--- config.mk ---
export PLATFORM = sky130hd
export DESIGN_NAME = pdl_play_dma
export DESIGN_NICKNAME = d
export VERILOG_FILES = /design/src/rtl/pdl_pkg.sv /design/src/rtl/pdl_fifo.sv /design/src/rtl/pdl_chan.sv /design/src/rtl/pdl_rr_arb.sv /design/src/rtl/pdl_play_dma.sv
export SDC_FILE = /design/constraint.sdc
export NUM_CORES = 2
export LEC_CHECK = 0
export BUFFER_PORTS_ARGS = -buffer_cell sky130_fd_sc_hd__buf_2
export CORE_MARGIN = 3
export CORE_UTILIZATION = 40
export DETAILED_ROUTE_END_ITERATION = 8
export PLACE_DENSITY_LB_ADDON = 0.2
export SYNTH_ARGS = -nofsm -noshare
export SYNTH_HDL_FRONTEND = slang
export SYNTH_HIERARCHICAL = 1
export SYNTH_SLANG_ARGS = --single-unit
--- constraint.sdc ---
create_clock -name clk -period 11.7 [get_ports clk]
set_clock_uncertainty 0.1 [all_clocks]
set_input_delay 1.755 -clock clk [delete_from_list [all_inputs] [get_ports clk]]
set_output_delay 1.755 -clock clk [all_outputs]
set_load 0.1 [all_outputs]
--- src/rtl/pdl_pkg.sv ---
package pdl_pkg;
  localparam int WORD_W = 32;
  localparam int WORD_B = WORD_W / 8;
  localparam int DESC_B = 2 * WORD_B;

  typedef enum logic [1:0] {
    CH_DESC_A = 2'd0,
    CH_DESC_S = 2'd1,
    CH_DATA   = 2'd2
  } ch_state_t;

  typedef enum logic [1:0] {
    E_IDLE = 2'd0,
    E_REQ  = 2'd1,
    E_WAIT = 2'd2
  } eng_state_t;
endpackage

--- src/rtl/pdl_fifo.sv ---
module pdl_fifo #(
  parameter int W     = 32,
  parameter int DEPTH = 4
) (
  input  logic         clk,
  input  logic         rst_n,
  input  logic         flush,
  input  logic         push,
  input  logic [W-1:0] din,
  input  logic         pop,
  output logic [W-1:0] dout,
  output logic         empty,
  output logic         full
);
  localparam int PW = (DEPTH > 1) ? $clog2(DEPTH) : 1;
  localparam int CW = $clog2(DEPTH + 1);

  logic [W-1:0]  mem [DEPTH];
  logic [PW-1:0] wr_q, wr_n, rd_q, rd_n;
  logic [CW-1:0] cnt_q, cnt_n;
  logic          do_push, do_pop;

  assign empty = (cnt_q == '0);
  assign full  = (cnt_q == CW'(DEPTH));
  assign dout  = mem[rd_q];

  always_comb begin
    do_push = push && !full && !flush;
    do_pop  = pop && !empty && !flush;
    wr_n    = wr_q;
    rd_n    = rd_q;
    cnt_n   = cnt_q;
    if (flush) begin
      wr_n  = '0;
      rd_n  = '0;
      cnt_n = '0;
    end else begin
      if (do_push) wr_n = (wr_q == PW'(DEPTH - 1)) ? '0 : wr_q + 1'b1;
      if (do_pop)  rd_n = (rd_q == PW'(DEPTH - 1)) ? '0 : rd_q + 1'b1;
      if (do_push && !do_pop) cnt_n = cnt_q + 1'b1;
      else if (do_pop && !do_push) cnt_n = cnt_q - 1'b1;
    end
  end

  always_ff @(posedge clk or negedge rst_n) begin
    if (!rst_n) begin
      wr_q  <= '0;
      rd_q  <= '0;
      cnt_q <= '0;
    end else begin
      wr_q  <= wr_n;
      rd_q  <= rd_n;
      cnt_q <= cnt_n;
    end
  end

  always_ff @(posedge clk) begin
    if (do_push) mem[wr_q] <= din;
  end
endmodule

--- src/rtl/pdl_chan.sv ---
module pdl_chan
  import pdl_pkg::*;
(
  input  logic        clk,
  input  logic        rst_n,
  input  logic        run,
  input  logic [31:0] base,
  input  logic [15:0] last,
  input  logic        fifo_full,
  input  logic        rsp_hit,
  input  logic [31:0] rsp_data,
  output logic        need,
  output logic [31:0] req_addr,
  output logic        push,
  output logic        period_done,
  output logic [15:0] list_ptr,
  output logic [15:0] period_ptr
);
  ch_state_t   st_q, st_n;
  logic [15:0] lptr_q, lptr_n, pptr_q, pptr_n, psize_q, psize_n;
  logic [31:0] paddr_q, paddr_n;

  assign list_ptr   = lptr_q;
  assign period_ptr = pptr_q;
  assign need       = run && ((st_q != CH_DATA) || !fifo_full);
  assign push       = rsp_hit && (st_q == CH_DATA);
  assign period_done = push &&
                       (({1'b0, pptr_q} + 17'(WORD_B)) >= {1'b0, psize_q});

  always_comb begin
    case (st_q)
      CH_DESC_A: req_addr = base + {16'h0, lptr_q};
      CH_DESC_S: req_addr = base + {16'h0, lptr_q} + 32'(WORD_B);
      default:   req_addr = paddr_q + {16'h0, pptr_q};
    endcase
  end

  always_comb begin
    st_n    = st_q;
    lptr_n  = lptr_q;
    pptr_n  = pptr_q;
    psize_n = psize_q;
    paddr_n = paddr_q;
    if (!run) begin
      st_n   = CH_DESC_A;
      lptr_n = '0;
      pptr_n = '0;
    end else if (rsp_hit) begin
      case (st_q)
        CH_DESC_A: begin
          paddr_n = rsp_data;
          st_n    = CH_DESC_S;
        end
        CH_DESC_S: begin
          psize_n = rsp_data[31:16];
          pptr_n  = '0;
          st_n    = CH_DATA;
        end
        default: begin
          if (period_done) begin
            pptr_n = '0;
            lptr_n = (lptr_q >= last) ? '0 : lptr_q + 16'(DESC_B);
            st_n   = CH_DESC_A;
          end else begin
            pptr_n = pptr_q + 16'(WORD_B);
          end
        end
      endcase
    end
  end

  always_ff @(posedge clk or negedge rst_n) begin
    if (!rst_n) begin
      st_q    <= CH_DESC_A;
      lptr_q  <= '0;
      pptr_q  <= '0;
      psize_q <= '0;
      paddr_q <= '0;
    end else begin
      st_q    <= st_n;
      lptr_q  <= lptr_n;
      pptr_q  <= pptr_n;
      psize_q <= psize_n;
      paddr_q <= paddr_n;
    end
  end
endmodule

--- src/rtl/pdl_rr_arb.sv ---
module pdl_rr_arb #(
  parameter int N = 4,
  localparam int IW = (N > 1) ? $clog2(N) : 1
) (
  input  logic          clk,
  input  logic          rst_n,
  input  logic [N-1:0]  req,
  input  logic          adv,
  output logic [IW-1:0] gnt_idx
);
  logic [IW-1:0] last_q, last_n;
  logic          found;

  always_comb begin
    found   = 1'b0;
    gnt_idx = last_q;
    for (int k = 1; k <= N; k++) begin
      if (!found && req[(int'(last_q) + k) % N]) begin
        found   = 1'b1;
        gnt_idx = IW'((int'(last_q) + k) % N);
      end
    end
    last_n = adv ? gnt_idx : last_q;
  end

  always_ff @(posedge clk or negedge rst_n) begin
    if (!rst_n) last_q <= '0;
    else        last_q <= last_n;
  end
endmodule

--- src/rtl/pdl_play_dma.sv ---
module pdl_play_dma
  import pdl_pkg::*;
#(
  parameter int NCH        = 4,
  parameter int FIFO_DEPTH = 4,
  localparam int RA_W = $clog2(NCH * 4 + 4)
) (
  input  logic                clk,
  input  logic                rst_n,
  input  logic                reg_wr,
  input  logic [RA_W-1:0]     reg_addr,
  input  logic [31:0]         reg_wdata,
  output logic [31:0]         reg_rdata,
  output logic                mem_req_valid,
  input  logic                mem_req_ready,
  output logic [31:0]         mem_req_addr,
  input  logic                mem_rsp_valid,
  input  logic [31:0]         mem_rsp_data,
  input  logic [NCH-1:0]      smp_pop,
  output logic [NCH-1:0]      smp_avail,
  output logic [NCH*32-1:0]   smp_data,
  output logic                irq
);
  localparam int CH_W = (NCH > 1) ? $clog2(NCH) : 1;
  localparam logic [RA_W-1:0] A_CTRL = RA_W'(NCH * 4);
  localparam logic [RA_W-1:0] A_STAT = RA_W'(NCH * 4 + 1);
  localparam logic [RA_W-1:0] A_IEN  = RA_W'(NCH * 4 + 2);

  logic [NCH-1:0][31:0] base_q, base_n, req_addr_a;
  logic [NCH-1:0][15:0] last_q, last_n, lptr_a, pptr_a;
  logic [NCH-1:0]       run_q, run_n, stat_q, stat_n, ien_q, ien_n, clr;
  logic [NCH-1:0]       need_v, push_v, done_v, hit_v, full_v, empty_v;

  eng_state_t      eng_q, eng_n;
  logic [CH_W-1:0] cur_q, cur_n, gnt;
  logic [31:0]     addr_q, addr_n;
  logic            abort_q, abort_n, arb_adv;

  // per-channel sequencer and sample FIFO
  for (genvar i = 0; i < NCH; i++) begin : g_ch
    assign hit_v[i] = (eng_q == E_WAIT) && mem_rsp_valid && (cur_q == CH_W'(i))
                      && !abort_q && run_q[i];

    pdl_chan u_chan (
      .clk(clk), .rst_n(rst_n), .run(run_q[i]), .base(base_q[i]),
      .last(last_q[i]), .fifo_full(full_v[i]), .rsp_hit(hit_v[i]),
      .rsp_data(mem_rsp_data), .need(need_v[i]), .req_addr(req_addr_a[i]),
      .push(push_v[i]), .period_done(done_v[i]), .list_ptr(lptr_a[i]),
      .period_ptr(pptr_a[i])
    );

    pdl_fifo #(.W(32), .DEPTH(FIFO_DEPTH)) u_fifo (
      .clk(clk), .rst_n(rst_n), .flush(!run_q[i]), .push(push_v[i]),
      .din(mem_rsp_data), .pop(smp_pop[i]), .dout(smp_data[i*32 +: 32]),
      .empty(empty_v[i]), .full(full_v[i])
    );

    assign smp_avail[i] = !empty_v[i];
  end

  assign arb_adv = (eng_q == E_IDLE) && (|need_v);

  pdl_rr_arb #(.N(NCH)) u_arb (
    .clk(clk), .rst_n(rst_n), .req(need_v), .adv(arb_adv), .gnt_idx(gnt)
  );

  // shared request engine: one read in flight at a time
  always_comb begin
    eng_n   = eng_q;
    cur_n   = cur_q;
    addr_n  = addr_q;
    abort_n = abort_q;
    case (eng_q)
      E_IDLE: if (arb_adv) begin
        cur_n   = gnt;
        addr_n  = req_addr_a[gnt];
        abort_n = 1'b0;
        eng_n   = E_REQ;
      end
      E_REQ:   if (mem_req_ready) eng_n = E_WAIT;
      default: if (mem_rsp_valid) eng_n = E_IDLE;
    endcase
    if ((eng_q != E_IDLE) && !run_q[cur_q]) abort_n = 1'b1;
  end

  assign mem_req_valid = (eng_q == E_REQ);
  assign mem_req_addr  = addr_q;

  // register writes
  always_comb begin
    base_n = base_q;
    last_n = last_q;
    run_n  = run_q;
    ien_n  = ien_q;
    clr    = '0;
    if (reg_wr) begin
      for (int i = 0; i < NCH; i++) begin
        if (reg_addr == RA_W'(4 * i))     base_n[i] = reg_wdata;
        if (reg_addr == RA_W'(4 * i + 1)) last_n[i] = reg_wdata[31:16];
      end
      if (reg_addr == A_CTRL) run_n = reg_wdata[NCH-1:0];
      if (reg_addr == A_IEN)  ien_n = reg_wdata[NCH-1:0];
      if (reg_addr == A_STAT) clr   = reg_wdata[NCH-1:0];
    end
    stat_n = (stat_q & ~clr) | done_v;
  end

  // register reads
  always_comb begin
    reg_rdata = '0;
    for (int i = 0; i < NCH; i++) begin
      if (reg_addr == RA_W'(4 * i))     reg_rdata = base_q[i];
      if (reg_addr == RA_W'(4 * i + 1)) reg_rdata = {last_q[i], 16'h0};
      if (reg_addr == RA_W'(4 * i + 2)) reg_rdata = {16'h0, lptr_a[i]};
      if (reg_addr == RA_W'(4 * i + 3)) reg_rdata = {16'h0, pptr_a[i]};
    end
    if (reg_addr == A_CTRL) reg_rdata = 32'(run_q);
    if (reg_addr == A_STAT) reg_rdata = 32'(stat_q);
    if (reg_addr == A_IEN)  reg_rdata = 32'(ien_q);
  end

  assign irq = |(stat_q & ien_q);

  always_ff @(posedge clk or negedge rst_n) begin
    if (!rst_n) begin
      base_q  <= '0;
      last_q  <= '0;
      run_q   <= '0;
      stat_q  <= '0;
      ien_q   <= '0;
      eng_q   <= E_IDLE;
      cur_q   <= '0;
      addr_q  <= '0;
      abort_q <= 1'b0;
    end else begin
      base_q  <= base_n;
      last_q  <= last_n;
      run_q   <= run_n;
      stat_q  <= stat_n;
      ien_q   <= ien_n;
      eng_q   <= eng_n;
      cur_q   <= cur_n;
      addr_q  <= addr_n;
      abort_q <= abort_n;
    end
  end
endmodule

[Word level (Yosys, flattened, before mapping)]
Memories as Yosys holds them, arrays and structs flattened.
Index checks and enable logic that the tools add are counted.
Storage, ports and cells
  bits in registers: 599
  bits in writable memories: 512
  input port bits: 78
  logic and storage cells: 487
  memories: 4
Memory list
  g_ch[0].u_fifo.mem: words 4, width 32, read ports 1, clocked after Yosys merged registers in 0, wr ports 1, RTL line pdl_fifo.sv:18  | logic [W-1:0] mem [DEPTH];
  g_ch[1].u_fifo.mem: words 4, width 32, read ports 1, clocked after Yosys merged registers in 0, wr ports 1, RTL line pdl_fifo.sv:18
  g_ch[2].u_fifo.mem: words 4, width 32, read ports 1, clocked after Yosys merged registers in 0, wr ports 1, RTL line pdl_fifo.sv:18
  g_ch[3].u_fifo.mem: words 4, width 32, read ports 1, clocked after Yosys merged registers in 0, wr ports 1, RTL line pdl_fifo.sv:18
Cells by class
  add/subtract/negate cells: 44
  order comparisons: 14
  eq/ne operators: 81
  multiplexer cells: 151
  bitwise operators: 8
  reductions and logical operators: 137
Operator list (number)
  2-to-1 mux 32 bit: 20
  2-to-1 mux 16 bit: 32
  adder 32 x 16 -> 32 bit: 8
  case mux 32 bit (2 select lines): 4
  adder 32 x 3 -> 32 bit (second input constant): 4
  case mux 16 bit (2 select lines): 4
  2-to-1 mux 2 bit: 43
  adder 16 x 3 -> 17 bit (second input constant): 4
  >= comparator 17 x 16 -> 1 bit: 4
  adder 16 x 3 -> 16 bit (second input constant): 4
  adder 16 x 4 -> 16 bit (second input constant): 4
  binary-select mux 32 bit (select 2 bit): 1
  >= comparator 16 bit: 4
  logical AND 1 bit: 54
  equality test 5 x 4 -> 1 bit (second input constant): 8
  AND reduction 2 bit: 20
  AND reduction 3 bit: 13
  2-to-1 mux 3 bit: 12
  inequality test 2 x 1 -> 1 bit (second input constant): 18
  equality test 2 bit (second input constant): 15
  inequality test 2 bit (second input constant): 12
  2-to-1 mux 1 bit: 23
  logical NOT 1 bit: 21
  adder 2 x 1 -> 2 bit (second input constant): 10
  28 further kinds: 93

[Logic depth before layout (Yosys ltp)]
  depth in word-level cells: 20
  depth in mapped cells: 18
  depth with buffers taken out: 17

[Cells and area by module]
The synthesis kept the hierarchy.
By module, submodules not included
  pdl_fifo at g_ch[1].u_fifo ...: instances 3, cells an instance 217, area each 5106.1 sq um, seq. area each 4018.9 sq um
  pdl_play_dma: instances 1, cells an instance 1313, area each 13914.6 sq um, seq. area each 6030.8 sq um
  pdl_chan at g_ch[0].u_chan ...: instances 2, cells an instance 712, area each 6527.5 sq um, seq. area each 1926.8 sq um
  pdl_chan at g_ch[1].u_chan: instances 1, cells an instance 806, area each 6875.3 sq um, seq. area each 1926.8 sq um
  pdl_chan at g_ch[3].u_chan: instances 1, cells an instance 775, area each 6737.7 sq um, seq. area each 1926.8 sq um
  pdl_fifo at g_ch[0].u_fifo: instances 1, cells an instance 218, area each 5126.2 sq um, seq. area each 4018.9 sq um
  pdl_rr_arb: instances 1, cells an instance 24, area each 198.9 sq um, seq. area each 50.0 sq um

[Least setup slack after synthesis]
OpenSTA, ideal clock, no wires.
  path type: in2out
  start: in reg_addr[0]
  end: out reg_rdata[2]
  data arrival time: 5.253 ns
  required time: 9.845 ns
  slack: 4.592 ns
  cell stages on the path: 8
  path through: buf_2 or2_1 clkbuf_1 nor4_4 buf_2 a22o_1 o22ai_1 a221oi_1
Between the ends
  cells in the longest elaborated chain, start to end: 20
RTL lines
  start: declaration: RTL line pdl_play_dma.sv:11  | input logic [RA_W-1:0] reg_addr,
  logical NOT 5 bit: RTL line pdl_play_dma.sv:112  | if (reg_addr == RA_W'(4 * i)) reg_rdata = base_q[i];
  2-to-1 mux 32 bit: RTL line pdl_play_dma.sv:112
  2-to-1 mux 32 bit: RTL line pdl_play_dma.sv:113  | if (reg_addr == RA_W'(4 * i + 1)) reg_rdata = {last_q[i], 16'h0};
  2-to-1 mux 32 bit: RTL line pdl_play_dma.sv:114  | if (reg_addr == RA_W'(4 * i + 2)) reg_rdata = {16'h0, lptr_a[i]};
  2-to-1 mux 32 bit: RTL line pdl_play_dma.sv:115  | if (reg_addr == RA_W'(4 * i + 3)) reg_rdata = {16'h0, pptr_a[i]};
  2-to-1 mux 32 bit: RTL line pdl_play_dma.sv:112
  2-to-1 mux 32 bit: RTL line pdl_play_dma.sv:113
  2-to-1 mux 32 bit: RTL line pdl_play_dma.sv:114
  [... 4 more ...]
  2-to-1 mux 32 bit: RTL line pdl_play_dma.sv:115
  2-to-1 mux 32 bit: RTL line pdl_play_dma.sv:112
  2-to-1 mux 32 bit: RTL line pdl_play_dma.sv:113
  2-to-1 mux 32 bit: RTL line pdl_play_dma.sv:114
  2-to-1 mux 32 bit: RTL line pdl_play_dma.sv:115
  2-to-1 mux 32 bit: RTL line pdl_play_dma.sv:117  | if (reg_addr == A_CTRL) reg_rdata = 32'(run_q);
  2-to-1 mux 32 bit: RTL line pdl_play_dma.sv:118  | if (reg_addr == A_STAT) reg_rdata = 32'(stat_q);
  2-to-1 mux 32 bit *: RTL line pdl_play_dma.sv:119  | if (reg_addr == A_IEN) reg_rdata = 32'(ien_q);
  end: declaration: RTL line pdl_play_dma.sv:13  | output logic [31:0] reg_rdata,
Mark *: on every way between the ends. The rest lies on a longest branch, timed or not.

[Worst setup path after layout]
  start: in reg_addr[0]
  end: out reg_rdata[29]
Same word-level chain as after synthesis.

==> implementation parameters <==
Parameter                              Value

Clock network
  TritonCTS clock tree ... done
  H-tree depth ... 3
  Clock sink count ... 1091
  Root buf cell ... clkbuf_16
  Number of buffers inserted during clock tree synthesis ... 120
  Insertion delay to the later sink of the worst-skew pair ... 780 ps
  Post-CTS setup-driven buffer insertion count ... 0
  Number of hold buffers added after CTS ... 0
  Number of gates resized after cts ... 0
  Worst-case clock buffer depth ... 3
  Clock transition at the register clock pins on the worst setup and hold paths after CTS ... 50 ps

Place
  Estimated wirelength of the detail-placed design ... 155900 um
  Instance count after placement with tap cells included ... 7314
  Global placement routability congestion ... a little under 1
  Count of port buffers added during placement ... 275

Setup path
  Critical path data arrival time ... roughly 5300 ps
  Worst Setup End Kind ... primary output
  Number of cells traversed by the worst register-to-register path ... 12
  Critical path fanouts, max ... 60
  Worst R2R Setup Slack ... approximately 6100 ps
  Launch instance of the worst register-to-register path ... g_ch[3].u_chan/list_ptr[4]
  Terminus of the critical flop-to-flop path ... mem_req_addr[30]
  Critical Setup Path Class ... in -> out
  Data required time of the worst path ... 9850 ps
  Nature of the critical path startpoint ... primary input

STA
  Final critical delay including setup and external delays ... 7155 ps
  Number of hold violations in the final report ... 0
  Share of the cycle needed by the critical path after routing ... 61.15%
  Unrepaired setup endpoints after global routing ... no
  Max-Slew Margin vs Limit ... between 10 and 15%
  Worst Max-Slew Pin Slew ... 1325 ps
  Final setup violation count ... 0
  Final total negative setup slack ... 0 ps
  Final count of pins violating max slew ... 0
  Fmax ... 139.8 MHz

Cells and area
  Final Net Count ... 5754
  Final core occ ... 45.38%
  Final instance count without filler cells ... approximately 7500
  Fraction of layout instances using a drive strength above 1 ... 22.54%
  Area growth, synth to finish ... 11.94%

Power
  Fraction of power consumed by sequential logic ... between 40% and 50%
  Portion of total power attributed to combinational logic ... 19.8%
  Switching part of the total ... about 32%
  P_int ... 0.007192 W
  Part of the total power dissipated in the clock network ... 37.0%
  Standby leakage power ... 28.16 nW
  Peak supply drop ... 0.1526 mV
  Net Switching ... 0.003451 W
  Pwr Density ... 155.3 nW/um^2

Routing
  Total routed wirelength ... 219000 um
  Pre-antenna DRT Iters ... 6
  Detailed-route via count ... 44530
  Remaining routing DRC violations ... 0
  Post-DR wirelength/cell ... 29.02 um
  Vias/cell ... 5.902
  Antenna viol nets, final ... 0
  Iteration-0 DRC Markers ... 4361

Die
  DIE HEIGHT ... 397.2 um
  Die footprint ... 157800 sq um
  Area of the core region ... 151000 sq um
  Number of placed I/O pins ... 276
  Row cnt ... 142
  Die width ... just under 400 um
  Initial cell density of the core ... a little over 40%

Synthesis
  Fraction of the yosys area taken by sequential cells ... 48.78%
  Post-synthesis async set-or-reset flop share ... 53.07%
  Most instantiated flip-flop cell in the synthesis netlist ... dfrtp_1
  Library cell occupying the most area in the post-synthesis netlist ... edfxtp_1
  Synth Warn # ... 6
  Netlist area before placement ... 61230 sq um
  Number of instances in the synthesized netlist ... 5211
  Number of enable-type register cells in the synthesized netlist ... 512
  Leading post-synthesis cells by instance count ... dfrtp_1 (579), edfxtp_1 (512), mux2_2 (425)
  Average size of a mapped cell ... 11.75 sq um
  Library cell with the highest instance count after synthesis ... dfrtp_1
  Yosys cell types ... around 120
  Fraction of synthesized cell area taken by the top area cell type ... 25.11%
  Top cells by area in the synthesized netlist ... edfxtp_1 (25%), dfrtp_1 (24%), mux2_2 (7.8%), mux4_2 (6.0%), ha_1 (5.1%)
  Total of flip-flops plus latches after synthesis ... 1091

Hold path
  Worst min-delay path endpoint ... mem_req_addr[30]
  Startpoint of the tightest hold check path ... mem_req_addr[30]
  Worst hold path depth ... 1
  Hold WC Path Type ... reg -> reg

GRT
  Number of global-route vias before repair ... 42360
  Total gr overflow ... 0
  Initial antenna violation count ... 25
  Pin count of the biggest net entering global routing ... 138
  First-pass GRT wire length ... 312300 um
  Global-route usage over all layers ... 27.32%

Outcome
  Run status ... complete, no violations

Job
  Maximum Capacitance Violations ... 0
[registers in the layout (all words and copies together), names as in the netlist, 4 cells and up]
register / count
base_q: 128
g_ch.u_chan/list_ptr: 52
g_ch.u_chan/paddr_q: 128
g_ch.u_chan/period_ptr: 56
g_ch.u_chan/psize_q: 64
g_ch.u_chan/st_q: 8
g_ch.u_fifo/cnt_q: 12
g_ch.u_fifo/mem: 512
g_ch.u_fifo/rd_q: 8
g_ch.u_fifo/wr_q: 8
ien_q: 4
last_q: 64
mem_req_addr: 32
run_q: 4
stat_q: 4
[worst max path at each step]
stage / from / end / slack [ps] / cells past startpoint
finish: reg_addr[0] / reg_rdata[29] / 4550 / 8
global route: reg_addr[0] / reg_rdata[29] / 4450 / 8
global placement: reg_addr[0] / reg_rdata[29] / 4730 / 8
CTS: reg_addr[0] / reg_rdata[29] / 4710 / 8
detailed placement: reg_addr[0] / reg_rdata[29] / 4710 / 8
floorplan: reg_addr[0] / reg_rdata[2] / 4590 / 8
[stage by stage]
step | area [sq um] | power, W | setup slack, ps | hold slack [ps]
after floorplan | 61290 | 0.005898 | 4592 | 366.8
after global placement | 64410 | 0.006739 | 4725 | 383.9
after detailed placement | 64410 | 0.006757 | 4706 | 390.0
after CTS | 68520 | 0.01071 | 4710 | 405.9
after global routing | 68520 | 0.01101 | 4449 | 419.1
final | 68540 | 0.01064 | 4545 | 400.9
[cell type report]
class                   count  area, sq um
flip-flops and latches   1091        29870
diodes                      5        12.51
well taps                2016         2522
inverters                 269         1010
fillers                 13920        82480
clock buffers             151         3209
repair buffers            346         1949
clock inverters            75        899.6
multi-input cells        3592        29060
[layout by cell type, fill, tap and decap left out, drive strengths merged, types with 46 or more instances in the layout]
| cell type | count |
|---|---|
| dfrtp | 579 |
| nor3 | 77 |
| edfxtp | 512 |
| and3 | 87 |
| nand3 | 129 |
| a21o | 76 |
| a22oi | 46 |
| xnor2 | 181 |
| nand2 | 321 |
| nor2 | 238 |
| nand2b | 61 |
| clkinv | 56 |
| mux2 | 433 |
| a21oi | 285 |
| o21a | 56 |
| mux4 | 162 |
| o21ai | 349 |
| buf | 346 |
| nand4 | 57 |
| mux2i | 66 |
| inv | 270 |
| clkbuf | 151 |
| and2 | 46 |
| xor2 | 118 |
| ha | 252 |
[metal layers]
| layer | track usage (%) | vias to the layer above | wire length [um] |
|---|---|---|---|
| li1 | - | 19820 | - |
| met1 | 38.57 | 22630 | 95700 |
| met2 | 41.71 | 1749 | 97270 |
| met3 | 5.235 | 336 | 16700 |
| met4 | 10.33 | 4 | 9289 |
| met5 | 0 | - | 21 |
[power groups by stage]
stage	Sequential (W)	Combinational [W]	Clock, W
final	0.00461	0.00210	0.00393
after global routing	0.00462	0.00222	0.00417
after CTS	0.00459	0.00210	0.00402
after detailed placement	0.00466	0.00209	0
after global placement	0.00467	0.00207	0
after floorplan	0.00478	0.00112	0
[kinds of logic (layout without fill, tap and decap cells)]
kind of cell    Yosys count  count (layout)  synth area share [%]
mux                     661             661                 15.00
compound gates         1154            1154                 12.41
flops                  1091            1091                 48.78
xor+xnor                299             299                 4.338
fa+ha+maj               259             259                 5.330
other cells               4              25               0.02452
buf+inv                 544             841                 3.958
simple gates           1199            1199                 10.16
[worst max-delay path, stage by stage]
cell and delay, ps:
buf_4 450, buf_4 630, nand2_1 600, nand2_1 750
o21ai_0 240, a31oi_1 220, o31a_1 170, buf_2 430
Note: power is estimated with default switching activity, not from simulation.
